File: src/rtl/irq_pkg.sv
package irq_pkg;
  localparam int NUM_SRC  = 3;
  localparam int REG_W    = 8;
  localparam int MEN_BIT  = 0;
  localparam int EN_LSB   = 1;
  localparam int FLAG_LSB = EN_LSB + NUM_SRC;
  localparam int RSV_BIT  = FLAG_LSB + NUM_SRC;

  typedef struct packed {
    logic               take;
    logic [NUM_SRC-1:0] grant;
  } ctrl_strobe_t;
endpackage

File: src/rtl/irq_datapath.sv
module irq_datapath
  import irq_pkg::*;
(
  input  logic             clk,
  input  logic             rstN,
  input  logic             regWrEn,
  input  logic [REG_W-1:0] regWrData,
  input  logic             extPinN,
  input  logic             timerOvf,
  input  logic             adcDone,
  input  logic             retiStrobe,
  input  ctrl_strobe_t     strb,
  output logic [REG_W-1:0] ctrlReg
);
  logic               extPrev;
  logic [NUM_SRC-1:0] srcEvt;
  logic [REG_W-1:0]   nextReg;

  assign srcEvt = {adcDone, timerOvf, extPrev & ~extPinN};

  always_comb begin
    nextReg = ctrlReg;
    if (strb.take)      nextReg[MEN_BIT] = 1'b0;
    else if (retiStrobe) nextReg[MEN_BIT] = 1'b1;
    for (int i = 0; i < NUM_SRC; i++) begin
      if (strb.grant[i]) nextReg[FLAG_LSB+i] = 1'b0;
      if (srcEvt[i])     nextReg[FLAG_LSB+i] = 1'b1;
    end
    if (regWrEn) nextReg = regWrData;
    nextReg[RSV_BIT] = 1'b0;
  end

  always_ff @(posedge clk or negedge rstN) begin
    if (!rstN) begin
      ctrlReg <= '0;
      extPrev <= 1'b1;
    end else begin
      ctrlReg <= nextReg;
      extPrev <= extPinN;
    end
  end
endmodule

File: src/rtl/irq_control.sv
module irq_control
  import irq_pkg::*;
#(
  parameter int VEC_W    = 8,
  parameter int VEC_BASE = 4,
  parameter int VEC_STEP = 4
) (
  input  logic             clk,
  input  logic             rstN,
  input  logic             phaseTick,
  input  logic             stackFull,
  input  logic             regWrEn,
  input  logic [REG_W-1:0] ctrlReg,
  output ctrl_strobe_t     strb,
  output logic             callReq,
  output logic [VEC_W-1:0] callVector
);
  localparam int IDX_W = $clog2(NUM_SRC);

  logic [NUM_SRC-1:0] pending;
  logic [NUM_SRC-1:0] winner;
  logic [IDX_W-1:0]   winIdx;
  logic               found;

  assign pending = ctrlReg[FLAG_LSB +: NUM_SRC] & ctrlReg[EN_LSB +: NUM_SRC];

  always_comb begin
    winner = '0;
    winIdx = '0;
    found  = 1'b0;
    for (int i = 0; i < NUM_SRC; i++) begin
      if (pending[i] && !found) begin
        winner[i] = 1'b1;
        winIdx    = IDX_W'(i);
        found     = 1'b1;
      end
    end
  end

  assign strb.take  = phaseTick & ctrlReg[MEN_BIT] & ~stackFull & ~regWrEn & found;
  assign strb.grant = strb.take ? winner : '0;

  always_ff @(posedge clk or negedge rstN) begin
    if (!rstN) begin
      callReq    <= 1'b0;
      callVector <= '0;
    end else begin
      callReq <= strb.take;
      if (strb.take)
        callVector <= VEC_W'(VEC_BASE + int'(winIdx) * VEC_STEP);
    end
  end
endmodule

File: src/rtl/prio_irq_ctrl.sv
module prio_irq_ctrl
  import irq_pkg::*;
#(
  parameter int VEC_W    = 8,
  parameter int VEC_BASE = 4,
  parameter int VEC_STEP = 4
) (
  input  logic             clk,
  input  logic             rstN,
  input  logic             phaseTick,
  input  logic             regWrEn,
  input  logic [REG_W-1:0] regWrData,
  output logic [REG_W-1:0] regRdData,
  input  logic             extPinN,
  input  logic             timerOvf,
  input  logic             adcDone,
  input  logic             stackFull,
  input  logic             retiStrobe,
  input  logic             retStrobe,
  output logic             callReq,
  output logic [VEC_W-1:0] callVector
);
  ctrl_strobe_t   strb;
  logic [REG_W-1:0] ctrlReg;
  logic             unusedRet;

  assign unusedRet = retStrobe;   // plain return has no effect on this block
  assign regRdData = ctrlReg;

  irq_datapath u_dp (
    .clk(clk), .rstN(rstN), .regWrEn(regWrEn), .regWrData(regWrData),
    .extPinN(extPinN), .timerOvf(timerOvf), .adcDone(adcDone),
    .retiStrobe(retiStrobe), .strb(strb), .ctrlReg(ctrlReg)
  );

  irq_control #(.VEC_W(VEC_W), .VEC_BASE(VEC_BASE), .VEC_STEP(VEC_STEP)) u_ctl (
    .clk(clk), .rstN(rstN), .phaseTick(phaseTick), .stackFull(stackFull),
    .regWrEn(regWrEn), .ctrlReg(ctrlReg), .strb(strb),
    .callReq(callReq), .callVector(callVector)
  );
endmodule

File: config.mk
export PLATFORM = sky130hd
export DESIGN_NAME = prio_irq_ctrl
export DESIGN_NICKNAME = d
export VERILOG_FILES = /design/src/rtl/irq_pkg.sv /design/src/rtl/irq_datapath.sv /design/src/rtl/irq_control.sv /design/src/rtl/prio_irq_ctrl.sv
export SDC_FILE = /design/constraint.sdc
export NUM_CORES = 1
export LEC_CHECK = 0
export ABC_AREA = 1
export BUFFER_PORTS_ARGS = -buffer_cell sky130_fd_sc_hd__buf_4
export CORE_ASPECT_RATIO = 0.9
export CORE_MARGIN = 5
export CORE_UTILIZATION = 38
export CTS_CLUSTER_SIZE = 14
export DETAILED_ROUTE_END_ITERATION = 6
export PLACE_DENSITY = 0.82
export SLEW_MARGIN = 5
export SYNTH_ARGS = -nofsm -noshare
export SYNTH_HDL_FRONTEND = slang
export SYNTH_SLANG_ARGS = --single-unit
File: constraint.sdc
create_clock -name clk -period 1 [get_ports clk]
set_input_delay 0.05 -clock clk [delete_from_list [all_inputs] [get_ports clk]]
set_output_delay 0.05 -clock clk [all_outputs]
set_load 0.01 [all_outputs]
== Word level (Yosys, flattened, before mapping) ==
Index checks and enable logic that the tools add are counted.

* Word-level logic and storage cells: 43
* Output and inout port bits: 17
* Flip-flop bits (word level): 17
* Bits of input ports: 18

* Add/subtract/negate cells: 1
* Bitwise gates (word level): 9
* Muxes and demuxes: 17
* Reduce and logical (&&, ||, !) cells: 8

{| class="wikitable"
|+ Operator list
! operator !! count
|-
| $mux W1 || 14
|-
| $reduce_bool A3 Y1 || 4
|-
| $mux W7 || 1
|-
| $add A3 B4 Y5 const A || 1
|-
| $and A1 B1 Y1 || 5
|-
| $and A3 B3 Y3 || 1
|-
| $mux W3 || 1
|-
| $not A1 Y1 || 3
|-
| $logic_and A1 B1 Y1 || 2
|-
| $logic_not A1 Y1 || 2
|-
| $mux W2 || 1
|}

== Depth between registers and ports, before layout ==
Gate-level depths: netlist of the first run.

* Word-level depth: 13
* Depth in mapped cells: 6
* Gate-level depth less buffers: 6

== By module ==
A second synthesis of the first run with hierarchy kept.

* Cells, all modules: 78
* Area total of the unflattened synthesis: 680.7 um^2

{| class="wikitable"
|+ Modules (own cells, without submodules)
! module !! area an instance (um^2) !! instances !! seq. area each (um^2) !! cells an instance
|-
| irq_datapath || 385.4 || 1 || 201.4 || 42
|-
| irq_control || 295.3 || 1 || 100.1 || 36
|}

== Worst setup path after synthesis of the first run ==
OpenSTA, ideal clock, no wires.

* Path type: reg-to-reg
* Start: register u_dp.ctrlReg[4]
* End: register u_dp.ctrlReg[5]
* Slack: 0.002 ns
* Setup time: 0.119 ns
* Data required time: 0.881 ns
* Buffers on the path: 0
* Clock period less this slack: 0.998 ns
* Arrival time: 0.879 ns
* Cell stages (with the launch flop): 7
* Path through: dfrtp_1 -> nand2_1 -> inv_2 -> nor2_2 -> nand2_2 -> nand3_1 -> nand2_1

* Cells in the longest elaborated chain, start to end: 11
* Elaborated cells between the ends (all ways): 12
* Those cells by class: mux: 5; bitwise: 2; reduce/logical: 5

{| class="wikitable"
|+ RTL lines
! item !! line !! RTL
|-
| start: declaration || irq_datapath.sv:13 || <nowiki>output logic [REG_W-1:0] ctrlReg</nowiki>
|-
| start signal: assignment || irq_datapath.sv:38 || <nowiki>ctrlReg <= nextReg;</nowiki>
|-
| $and A3 B3 Y3 (*) || irq_control.sv:25 || <nowiki>assign pending = ctrlReg[FLAG_LSB +: NUM_SRC] & ctrlReg[EN_LSB +: NUM_SRC];</nowiki>
|-
| $mux W1 (*) || irq_control.sv:32 || <nowiki>if (pending[i] && !found) begin</nowiki>
|-
| $logic_not A1 Y1 || irq_control.sv:32 ||
|-
| $logic_and A1 B1 Y1 || irq_control.sv:32 ||
|-
| $mux W1 || irq_control.sv:32 ||
|-
| $logic_not A1 Y1 || irq_control.sv:32 ||
|-
| $logic_and A1 B1 Y1 || irq_control.sv:32 ||
|-
| $mux W1 || irq_control.sv:32 ||
|-
| $and A1 B1 Y1 || irq_control.sv:40 || <nowiki>assign strb.take = phaseTick & ctrlReg[MEN_BIT] & ~stackFull & ~regWrEn & found;</nowiki>
|-
| $mux W3 (*) || irq_control.sv:41 || <nowiki>assign strb.grant = strb.take ? winner : '0;</nowiki>
|-
| $reduce_bool A3 Y1 (no source line) (*) || -- ||
|}

Every way passes the cells marked *; elsewhere a longest branch is shown, timed or not.
A chain may end at the register's enable or synchronous reset.

== Final worst setup path of the first run ==
* Start: register u_dp.ctrlReg[2]
* End: register u_dp.ctrlReg[6]

* Cells in the longest elaborated chain, start to end: 9
* Elaborated cells between the ends (all ways): 10
* Those cells by class: mux: 4; bitwise: 2; reduce/logical: 4

{| class="wikitable"
|+ RTL lines
! item !! line
|-
| $and A3 B3 Y3 (*) || irq_control.sv:25
|-
| $logic_and A1 B1 Y1 (*) || irq_control.sv:32
|-
| $mux W1 (*) || irq_control.sv:32
|-
| $logic_not A1 Y1 || irq_control.sv:32
|-
| $logic_and A1 B1 Y1 || irq_control.sv:32
|-
| $mux W1 || irq_control.sv:32
|-
| $and A1 B1 Y1 || irq_control.sv:40
|-
| $mux W3 (*) || irq_control.sv:41
|-
| $reduce_bool A3 Y1 (no source line) (*) || --
|}

Marks and branches as above.

==> impl_summary.log, run 1 <==
INFO  metric run_status = complete, but fails checks
INFO  metric violations_in_the_final_reports = negative setup slack
INFO  metric final_net_count = 131
INFO  metric synth.area.mux_share = 3.119%
INFO  metric cp_capture_type = flip-flop
INFO  metric clock_skew = 0.008975 ns
INFO  metric die_area = 2612 um^2
INFO  metric die-width = 53.32 um
INFO  metric critPathKind = flip-flop to flip-flop
INFO  metric post_route_setup_tns = -0.02659 ns
INFO  metric final_core_util = 60.11%
INFO  metric postCtsSetupBuffers = 0
INFO  metric number_of_vias_per_cell_after_detailed_routing = 4.287
INFO  metric cpPeakStageDelay = 0.40 ns
INFO  metric max_cap_violations = 0
INFO  metric signal_arrival_time_at_the_worst_endpoint = 1.20 ns
INFO  metric rsz0062_at_grt = yes
INFO  metric synth_cell_types = 21
INFO  metric final_min_period_over_clock_period = 102.7%
INFO  metric first_global_vias = 600
INFO  metric drt_drc_violations_left = 0
INFO  metric syn_area_per_cell = 8.915 um^2
INFO  metric dr.first_iter.drc_count = 8
INFO  metric antenna_cells = 0
INFO  metric area_growth_syn_to_layout = 54.19%
INFO  metric postPlaceCellArea = 880.8 um^2
INFO  metric numClockSinks = 12
INFO  metric cts.root.buffer_cell = sky130_fd_sc_hd__clkbuf_4
INFO  metric largest_area_contributor_in_the_synthesized_netlist = sky130_fd_sc_hd__dfrtp_1
INFO  metric io_buffers = 26
INFO  metric synth_cells = 72
INFO  metric synth_seq_area_share = 46.98%
INFO  metric cp_cell_sequence = nand2_2 -> nand2_1 -> nor2_1 -> nand2_2 -> nand3_2 -> nand2_1
INFO  metric type_of_origin_of_the_critical_path = flip-flop
INFO  metric synth_edf_count = 0
INFO  metric synth_ff_type = sky130_fd_sc_hd__dfrtp_1
INFO  metric placement_rows = 14
INFO  metric global_route_wire_length_before_repair = 2449 um
INFO  metric cell_count_final_fillers_out = 136
INFO  metric p_leak = 0.0005513 uW
INFO  metric fin_crit = 1.027 ns
INFO  metric hold_viol_final = 0
INFO  metric crit_fanout = 3
INFO  metric coreArea = 1647 um^2
INFO  metric wl = 1534 um
INFO  metric cts_tree = yes
INFO  metric synth.area.top_cells = sky130_fd_sc_hd__dfrtp_1, sky130_fd_sc_hd__nand2_1, sky130_fd_sc_hd__buf_4, sky130_fd_sc_hd__nand2_2, sky130_fd_sc_hd__dfstp_2
INFO  metric post-route-cell-area = 989.7 um^2
INFO  metric place_hpwl = 1137 um
INFO  metric total_count_of_max_transition_violations_in_the_final_report = 0
INFO  metric synthSimpleGateAreaFrac = 32.75%
INFO  metric die-height = 48.99 um
INFO  metric placed_instances = 126
INFO  metric asyncSetResetFlopFracSynth = 100.0%
INFO  metric wl_per_cell = 11.28 um
INFO  metric layout-drive-gt1-share = 49.11%
INFO  metric grt_remaining_overflow = 0
INFO  metric clock_tree.buffer_depth = 2
INFO  metric grt_util_all_layers = 12.52%
INFO  metric fin_total_pwr = 1352 uW
INFO  metric worst_hold_path_type = primary input to flip-flop
INFO  metric grt_max_degree = 13
INFO  metric post-synth-top-area-fraction = 42.88%
INFO  metric pin_count = 35
INFO  metric path_clk_slew = 0.08 ns
INFO  metric drt_first_pass_iters = 4
INFO  metric worstPathRequired = 1.17 ns
INFO  metric place.gp.congestion = 0.7800
INFO  metric antenna_left = 0
INFO  metric synth.yosys.warnings = 0
INFO  metric synth_xor_xnor_area_share = 0%
INFO  metric postLayoutSetupSlackWorst = -0.02651 ns
INFO  metric cts_made_buffers = 3
INFO  metric timing.final.setup_violations = 2
INFO  metric number_of_antenna_violations_at_the_first_check_in_global_routing = 0
INFO  metric initial_utilization = 38.98%
INFO  metric worst_skew_pair.late_latency = 0.27 ns
INFO  metric peakVddDrop = 0.5726 mV
INFO  metric synth_compound_gate_area_share = 4.288%
INFO  metric ys_ff_latch = 12
INFO  metric power.density = 1366 nW/um^2
INFO  metric achievable-frequency = 974.2 MHz
INFO  metric synth_top_family_by_area = simple AND/OR/NAND/NOR gates
INFO  metric critical_path.slowest_cell = sky130_fd_sc_hd__dfrtp_1
INFO  metric syn_area = 641.9 um^2
INFO  metric route.vias.total = 583
INFO  metric cts-htree-levels = 1
INFO  metric synth_adder_area_share = 0%
placed cells by master, fill, tap and decap left out, types with 2 or more instances in the layout:
cell                            synthesis  layout
sky130_fd_sc_hd__inv_2                  2       2
sky130_fd_sc_hd__o21ai_2                2       2
sky130_fd_sc_hd__conb_1                 1       6
sky130_fd_sc_hd__nand2_4                2       2
sky130_fd_sc_hd__nand3_2                2       3
sky130_fd_sc_hd__nor2_1                 4       4
sky130_fd_sc_hd__dfrtp_1               11      11
sky130_fd_sc_hd__inv_1                  3       3
sky130_fd_sc_hd__mux2i_1                2       2
sky130_fd_sc_hd__nand2_1               20      18
sky130_fd_sc_hd__buf_4                  6      30
sky130_fd_sc_hd__nand3_1                4       3
sky130_fd_sc_hd__dlygate4sd3_1          0       6
sky130_fd_sc_hd__clkbuf_4               0       3
sky130_fd_sc_hd__nand2_2                5       7
sky130_fd_sc_hd__buf_6                  0       2
synthesized netlist by cell type (2+ instances only):
| library cell | count |
|---|---|
| sky130_fd_sc_hd__dfrtp_1 | 11 |
| sky130_fd_sc_hd__nand3_1 | 4 |
| sky130_fd_sc_hd__inv_1 | 3 |
| sky130_fd_sc_hd__buf_4 | 6 |
| sky130_fd_sc_hd__nor2_1 | 4 |
| sky130_fd_sc_hd__nand2_1 | 20 |
| sky130_fd_sc_hd__nand2_4 | 2 |
| sky130_fd_sc_hd__nand2_2 | 5 |
| sky130_fd_sc_hd__nand3_2 | 2 |
| sky130_fd_sc_hd__o21ai_2 | 2 |
| sky130_fd_sc_hd__inv_2 | 2 |
| sky130_fd_sc_hd__mux2i_1 | 2 |
through the flow:
step                      setup WS (ns)  hold slack [ns]
after CTS                      0.001590         0.001312
after floorplan                0.001893          -0.2456
after global routing           -0.04968          0.03011
after global placement          0.04239          -0.1047
after detailed placement        0.02240          -0.1042
final                          -0.02651         0.001650
area by class of cell:
cell class	count	area, um^2
sequential	12	301.5
inverter	7	28.78
clock buffer	4	26.28
tap	24	30.03
multi-input combinational	51	295.3
fill	143	656.9
timing repair buffer	38	307.8
metal layers:
| metal | vias to the layer above | routed length, um | track usage, % |
|---|---|---|---|
| met3 | 4 | 130 | 3.976 |
| met4 | 0 | 23 | 4.255 |
| met5 | - | 0 | 0 |
| met2 | 26 | 824 | 23.06 |
| met1 | 264 | 555 | 12.71 |
| li1 | 289 | - | - |
sequential cells by signal (all words and copies together) (netlist names):
register	cells
u_ctl.callReq	1
u_ctl.callVector	3
u_dp.ctrlReg	7
u_dp.extPrev	1
logic make-up after synthesis:
| group | after synthesis |
|---|---|
| flops | 12 |
| mux | 2 |
| buf+inv | 14 |
| other cells | 1 |
| compound gates | 4 |
| simple gates | 39 |
what timing repair did:
item | in CTS | in global routing
setup endpoints to repair | 2 | 9
hold endpoints to repair | 17 | 0
hold buffers | 6 | 0
resized for setup | 2 | 4
pin swaps | 0 | 3
critical path, delay by kind of cell (launching register included):
| family | cells | cell delay, ns |
|---|---|---|
| flops | 1 | 0.40 |
| simple gates | 6 | 0.52 |
final timing paths:
kind | startpoint | to | slack, ns | cells past startpoint
setup reg to reg | u_dp.ctrlReg[2] | u_dp.ctrlReg[6] | -0.03 | 6
hold / removal | regWrData[6] | u_dp.ctrlReg[6] | 0.002 | 3
min in group asynchronous | rstN | u_ctl.callVector[3] | 0.14 | 2
max in group asynchronous | rstN | u_dp.extPrev | 0.62 | 2
setup / recovery | u_dp.ctrlReg[2] | u_dp.ctrlReg[6] | -0.03 | 6
hold reg to reg | u_ctl.callVector[2] | u_ctl.callVector[2] | 0.50 | 2
report_power, final:
part | switching (uW) | internal, uW | leakage (uW)
Sequential | 47.9 | 556 | 0.000145
Combinational | 202 | 232 | 0.000392
Clock | 159 | 154 | 0.0000150
Power figures use the tool's default switching activity.
==> run 2, diff against run 1 <==
Settings changed: CORE_MARGIN 5 to default.
==> impl_summary.log, run 2 (same netlist as run 1, synthesis figures left out) <==
INFO  metric global_route_wire_length_before_repair = 2083 um (-15%)
INFO  metric rsz0062_at_grt = yes
INFO  metric place_hpwl = 1014 um (-11%)
INFO  metric placed_instances = 125 (-0.79%)
INFO  metric first_global_vias = 502 (-16%)
INFO  metric crit-reg2reg-launch = u_dp.ctrlReg[4]
INFO  metric hold_viol_final = 0 (unchanged)
INFO  metric achievable-frequency = 1038 MHz (+6.5%)
INFO  metric worst_hold_path_type = primary input to flip-flop
INFO  metric worstHoldPathCells = 5 (+2)
INFO  metric area_growth_syn_to_layout = 67.06%
INFO  metric cp_cell_sequence = nand2_2 -> inv_2 -> nor2_2 -> nand2_2 -> nand3_1 -> nand2_1
INFO  metric critPathKind = flip-flop to flip-flop
INFO  metric worst_skew_pair.late_latency = 0.28 ns (about the same)
INFO  metric number_of_vias_per_cell_after_detailed_routing = 4.163 (-2.9%)
INFO  metric path_clk_slew = 0.06 ns (-0.02 ns)
INFO  metric cp_common_cell = sky130_fd_sc_hd__nand2_2
INFO  metric post_route_setup_tns = 0 ns (+0.02659 ns)
INFO  metric critical_path.top_delay_family = simple AND/OR/NAND/NOR gates
INFO  metric route.vias.total = 587 (+0.69%)
INFO  metric dr.first_iter.drc_count = 3 (-5)
INFO  metric largest_registers_in_the_final_layout = u_dp.ctrlReg: 7 flops, u_ctl.callVector: 3 flops
INFO  metric largest_reg_by_ff_count = u_dp.ctrlReg
INFO  metric clock_skew = 0.008749 ns (-0.0002265 ns)
INFO  metric timing.final.setup_violations = 0 (-2)
INFO  metric coreArea = 1513 um^2 (-8.1%)
INFO  metric max_cap_violations = 0 (unchanged)
INFO  metric place.gp.congestion = 0.7330 (-6.0%)
INFO  metric drt_first_pass_iters = 4 (unchanged)
INFO  metric critical_path.slowest_cell = sky130_fd_sc_hd__dfrtp_1
INFO  metric clock_tree.buffer_depth = 2 (unchanged)
INFO  metric cp_capture_type = flip-flop
INFO  metric cts.root.buffer_cell = sky130_fd_sc_hd__clkbuf_4
INFO  metric number_of_antenna_violations_at_the_first_check_in_global_routing = 0 (unchanged)
INFO  metric worstPathRequired = 1.16 ns (about the same)
INFO  metric worstReg2RegEnd = u_dp.ctrlReg[5]
INFO  metric crit_fanout = 3 (unchanged)
INFO  metric critical_path_buf_inv_count = 1 (+1)
INFO  metric final_min_period_over_clock_period = 96.38% (-6.3 points)
INFO  metric critical_path.startpoint = u_dp.ctrlReg[4]
INFO  metric die_area = 1858 um^2 (-29%)
INFO  metric grt_remaining_overflow = 0 (unchanged)
INFO  metric grt_max_degree = 13 (unchanged)
INFO  metric total_count_of_max_transition_violations_in_the_final_report = 0 (unchanged)
INFO  metric signal_arrival_time_at_the_worst_endpoint = 1.13 ns (-0.07 ns)
INFO  metric post-route-cell-area = 1072 um^2 (+8.3%)
INFO  metric antenna_cells = 0 (unchanged)
INFO  metric pin_count = 35 (unchanged)
INFO  metric grt_util_all_layers = 18.28% (+5.8 points)
INFO  metric multiInputGateArea = 295.3 um^2 (unchanged)
INFO  metric wl = 1459 um (-4.9%)
INFO  metric postPlaceCellArea = 885.9 um^2 (+0.57%)
INFO  metric cts_made_buffers = 3 (unchanged)
INFO  metric io_buffers = 26 (unchanged)
INFO  metric cpPeakStageDelay = 0.40 ns (about the same)
INFO  metric final_common_cell = sky130_fd_sc_hd__buf_4
INFO  metric initial_utilization = 42.43% (+3.4 points)
INFO  metric cts-htree-levels = 1 (unchanged)
INFO  metric type_of_origin_of_the_critical_path = flip-flop
INFO  metric fillers = 142 (-0.70%)
INFO  metric timing.reg2reg.worst_path_depth = 6 (unchanged)
INFO  metric postLayoutSetupSlackWorst = 0.03624 ns (+0.06275 ns)
INFO  metric fin_crit = 0.9638 ns (-0.06275 ns)
INFO  metric power.density = 1296 nW/um^2 (-5.1%)
INFO  metric layout.cells.most_common_list = sky130_fd_sc_hd__buf_4, sky130_fd_sc_hd__nand2_1, sky130_fd_sc_hd__dfrtp_1, sky130_fd_sc_hd__dlygate4sd3_1
INFO  metric crit_path_end = u_dp.ctrlReg[5]
INFO  metric layout-drive-gt1-share = 50.42% (+1.3 points)
INFO  metric critical_path_cell_count = 6 (unchanged)
INFO  metric final_net_count = 138 (+5.3%)
INFO  metric largest_reg_flops = 7 (unchanged)
INFO  metric antenna_left = 0 (unchanged)
INFO  metric die-height = 40.99 um (-16%)
INFO  metric cell_count_final_fillers_out = 141 (+3.7%)
INFO  metric r2r_setup_slack = 0.04 ns (+0.06 ns)
INFO  metric preCtsSetupSlack = 0.01653 ns (-0.005875 ns)
INFO  metric numClockSinks = 12 (unchanged)
INFO  metric cts_tree = yes
INFO  metric drt_drc_violations_left = 0 (unchanged)
INFO  metric wl_per_cell = 10.35 um (-8.3%)
INFO  metric placement_rows = 13 (-1)
INFO  metric die-width = 45.32 um (-15%)
INFO  metric p_leak = 0.0005893 uW (+6.9%)
INFO  metric peakVddDrop = 0.7500 mV (+31%)
INFO  metric run_status = finished clean
INFO  metric area.sequential = 301.5 um^2 (unchanged)
[run 2: cell types whose count changed in the layout (fill, tap and decap cells not counted), sizes merged]
cell         delta
buf             +3
dlygate4sd3     +4
[run 2: timing repair]
| action | 4_1_cts | 5_1_grt |
|---|---|---|
| endpoints found under the hold margin | 19 | 0 |
| setup buffers | 0 | 2 |
| setup endpoints to repair | 0 | 10 |
| gates resized for setup | 0 | 13 |
| hold buffers | 10 | 0 |
[run 2: per-stage QoR]
stage	utilization (%)	hold slack (ns)	total power (uW)
finish	70.88	0.05946	1390
global route	70.88	0.07244	1489
CTS	66.91	0.03997	1373
detailed placement	58.56	-0.1037	1011
global placement	58.56	-0.1041	1002
floorplan	-	-0.2456	813.9
[run 2: final cells by class]
class,count,area share [%]
clock buffers,4,2.450
inverters,7,2.684
multi-input cells,51,27.54
flip-flops and latches,12,28.12
well taps,22,2.567
repair buffers,45,36.64
[run 2: worst min-delay path by stage]
stage	from	endpoint	slack [ns]
finish	regWrData[4]	u_dp.ctrlReg[4]	0.06
global route	regWrData[4]	u_dp.ctrlReg[4]	0.07
CTS	regWrData[4]	u_dp.ctrlReg[4]	0.04
detailed placement	rstN	u_ctl.callReq	-0.10
global placement	rstN	u_ctl.callReq	-0.10
floorplan	rstN	u_ctl.callReq	-0.25
[run 2: tightest hold or removal path, delay by kind of cell]
kind | cells | cell delay [ns]
and+or+nand+nor | 3 | 0.14
buffers and inverters | 2 | 0.11
[run 2: power by group]
group / switching [uW] / total (uW) / internal, uW
combinational: 203 / 469 / 267
clock: 158 / 313 / 155
sequential: 51.5 / 608 / 556
total: 412 / 1390 / 978
[run 2: layer usage]
metal	routed length, um	GRT usage, %
met1	599	17.34
met2	784	33.33
met3	68	9.251
met4	6	9.091
met5	0	0
==> run 3, diff against run 2 <==
--- a/config.mk
+++ b/config.mk
@@ -9,7 +9,10 @@
 export BUFFER_PORTS_ARGS = -buffer_cell sky130_fd_sc_hd__buf_4
+export CELL_PAD_IN_SITES_DETAIL_PLACEMENT = 1
+export CELL_PAD_IN_SITES_GLOBAL_PLACEMENT = 2
 export CORE_ASPECT_RATIO = 0.9
-export CORE_UTILIZATION = 38
+export CORE_UTILIZATION = 20
 export CTS_CLUSTER_SIZE = 14
 export DETAILED_ROUTE_END_ITERATION = 6
-export PLACE_DENSITY = 0.82
+export PLACE_DENSITY = 0.79
+export SKIP_CTS_REPAIR_TIMING = 1
 export SLEW_MARGIN = 5
--- a/constraint.sdc
+++ b/constraint.sdc
@@ -3,2 +3,2 @@
 set_output_delay 0.05 -clock clk [all_outputs]
-set_load 0.01 [all_outputs]
+set_load 0.02 [all_outputs]
==> impl_summary.log, run 3 (same netlist as run 1, synthesis figures left out) <==
INFO  metric run_status = complete, but fails checks
INFO  metric violations_in_the_final_reports = negative hold slack, negative setup slack
INFO  metric path_clk_slew = 0.08 ns (+0.02 ns)
INFO  metric route.vias.total = 578 (-1.5%)
INFO  metric rsz0062_at_grt = yes
INFO  metric cp_capture_type = output port
INFO  metric fin_crit = 1.010 ns (+0.04663 ns)
INFO  metric final_min_period_over_clock_period = 101.0% (+4.7 points)
INFO  metric grt_max_degree = 13 (unchanged)
INFO  metric critPathKind = flip-flop to output port
INFO  metric power.density = 1429 nW/um^2 (+10%)
INFO  metric largest_reg_flops = 7 (unchanged)
INFO  metric total_count_of_max_transition_violations_in_the_final_report = 0 (unchanged)
INFO  metric hold_viol_final = 1 (+1)
INFO  metric die-height = 55.75 um (+36%)
INFO  metric coreArea = 3043 um^2 (+100%)
INFO  metric cts_tree = yes
INFO  metric final_common_cell = sky130_fd_sc_hd__buf_4
INFO  metric timing.final.setup_violations = 3 (+3)
INFO  metric place.gp.congestion = 0.6795 (-7.3%)
INFO  metric cts_made_buffers = 3 (unchanged)
INFO  metric hold_end = u_dp.ctrlReg[5]
INFO  metric max_cap_violations = 0 (unchanged)
INFO  metric number_of_vias_per_cell_after_detailed_routing = 3.729 (-10%)
INFO  metric numClockSinks = 12 (unchanged)
INFO  metric dr.first_iter.drc_count = 11 (+8)
INFO  metric worst_skew_pair.late_latency = 0.28 ns (about the same)
INFO  metric largest_reg_by_ff_count = u_dp.ctrlReg
INFO  metric drt_drc_violations_left = 0 (unchanged)
INFO  metric achievable-frequency = 989.7 MHz (-4.6%)
INFO  metric post-route-cell-area = 1069 um^2 (-0.35%)
INFO  metric fin_total_pwr = 1527 uW (+9.9%)
INFO  metric layout.cells.most_common_list = sky130_fd_sc_hd__buf_4, sky130_fd_sc_hd__nand2_1, sky130_fd_sc_hd__dlygate4sd3_1, sky130_fd_sc_hd__conb_1, sky130_fd_sc_hd__dfrtp_1
INFO  metric initial_utilization = 21.09% (-21 points)
INFO  metric signal_arrival_time_at_the_worst_endpoint = 0.96 ns (-0.17 ns)
INFO  metric area_growth_syn_to_layout = 66.47%
INFO  metric io_buffers = 26 (unchanged)
INFO  metric holdCritStartpoint = regWrData[5]
INFO  metric cts.root.buffer_cell = sky130_fd_sc_hd__clkbuf_4
INFO  metric grt_util_all_layers = 9.210% (-9.1 points)
INFO  metric wl = 1522 um (+4.3%)
INFO  metric postLayoutSetupSlackWorst = -0.01039 ns (-0.04663 ns)
INFO  metric peakVddDrop = 0.3320 mV (-56%)
INFO  metric postPlaceCellArea = 899.6 um^2 (+1.6%)
INFO  metric worstReg2RegEnd = u_dp.ctrlReg[6]
INFO  metric die_area = 3440 um^2 (+85%)
INFO  metric wl_per_cell = 9.819 um (-5.1%)
INFO  metric number_of_antenna_violations_at_the_first_check_in_global_routing = 0 (unchanged)
INFO  metric grt_remaining_overflow = 0 (unchanged)
INFO  metric p_leak = 0.0005734 uW (-2.7%)
INFO  metric clock_skew = 0.002398 ns (-0.006351 ns)
INFO  metric antenna_cells = 0 (unchanged)
INFO  metric worstHoldPathCells = 3 (-2)
INFO  metric final_core_util = 35.12% (-36 points)
INFO  metric drt_first_pass_iters = 2 (-2)
INFO  metric placement_rows = 19 (+6)
INFO  metric crit_fanout = 2 (-1)
INFO  metric hold_slack = -0.01117 ns (-0.07063 ns)
INFO  metric die-width = 61.72 um (+36%)
INFO  metric cts-htree-levels = 1 (unchanged)
INFO  metric place_hpwl = 1168 um (+15%)
INFO  metric worstPathRequired = 0.95 ns (-0.21 ns)
INFO  metric first_global_vias = 524 (+4.4%)
INFO  metric type_of_origin_of_the_critical_path = flip-flop
INFO  metric largest_registers_in_the_final_layout = u_dp.ctrlReg: 7 flops, u_ctl.callVector: 3 flops
INFO  metric preCtsSetupSlack = 0.01897 ns (+0.002443 ns)
INFO  metric timing.reg2reg.worst_path_depth = 6 (unchanged)
INFO  metric clock_tree.buffer_depth = 2 (unchanged)
INFO  metric r2r_setup_slack = 0 ns (-0.04 ns)
INFO  metric crit-reg2reg-launch = u_dp.ctrlReg[2]
INFO  metric global_route_wire_length_before_repair = 2304 um (+11%)
INFO  metric worst_hold_path_type = primary input to flip-flop
INFO  metric layout-drive-gt1-share = 54.87% (+4.4 points)
INFO  metric final_net_count = 132 (-4.3%)
INFO  metric antenna_left = 0 (unchanged)
INFO  metric pin_count = 35 (unchanged)
## run 3: per-layer routing
metal  global-route usage (%)  wire [um]  part of all wire [%]  vias up
met1                    11.21        632                    42      262
met3                    3.953        109                   7.2        2
li1                         -          -                     -      292
met4                    3.810         14                  0.92        0
met2                    13.98        765                    50       22
met5                        0          0                     0        -
## run 3: worst max-delay path, cell delays in order, from the launching register on
cell	delay (ns)
sky130_fd_sc_hd__dfrtp_2	0.44
sky130_fd_sc_hd__buf_6	0.13
sky130_fd_sc_hd__buf_6	0.12
## run 3: cell type report
type / count / area [um^2]
inverters: 7 / 28.78
fillers: 376 / 1974
flip-flops and latches: 12 / 307.8
multi-input cells: 51 / 315.3
repair buffers: 39 / 327.8
clock buffers: 4 / 36.28
well taps: 42 / 52.55
## run 3: worst max-delay path by stage
| stage | start | end | slack, ns | depth (start not counted) |
|---|---|---|---|---|
| 2_1_floorplan | u_dp.ctrlReg[4] | u_dp.ctrlReg[5] | -0.004 | 6 |
| 3_3_place_gp | u_dp.ctrlReg[1] | u_dp.ctrlReg[5] | 0.03 | 6 |
| 3_5_place_dp | u_dp.ctrlReg[5] | u_dp.ctrlReg[6] | 0.02 | 6 |
| 4_1_cts | u_dp.ctrlReg[4] | regRdData[4] | -0.04 | 2 |
| 5_1_grt | u_dp.ctrlReg[2] | u_dp.ctrlReg[6] | -0.06 | 6 |
| 6_report | u_dp.ctrlReg[2] | regRdData[2] | -0.01 | 2 |
## run 3: metrics by stage
step | setup TNS, ns | hold WS (ns) | cells
2_1_floorplan | -0.003967 | -0.2456 | 77
3_3_place_gp | 0 | -0.1030 | 142
3_5_place_dp | 0 | -0.09916 | 142
4_1_cts | -0.08373 | -0.4097 | 146
5_1_grt | -0.1483 | 0.0007422 | 155
6_report | -0.01798 | -0.01117 | 155
## run 3: power breakdown
| part | internal (uW) | leakage [uW] | switching (uW) | total, uW |
|---|---|---|---|---|
| Combinational | 247 | 0.000413 | 265 | 511 |
| Sequential | 560 | 0.000139 | 59.3 | 619 |
| Clock | 221 | 0.0000210 | 175 | 397 |
| Total | 1030 | 0.000573 | 499 | 1530 |
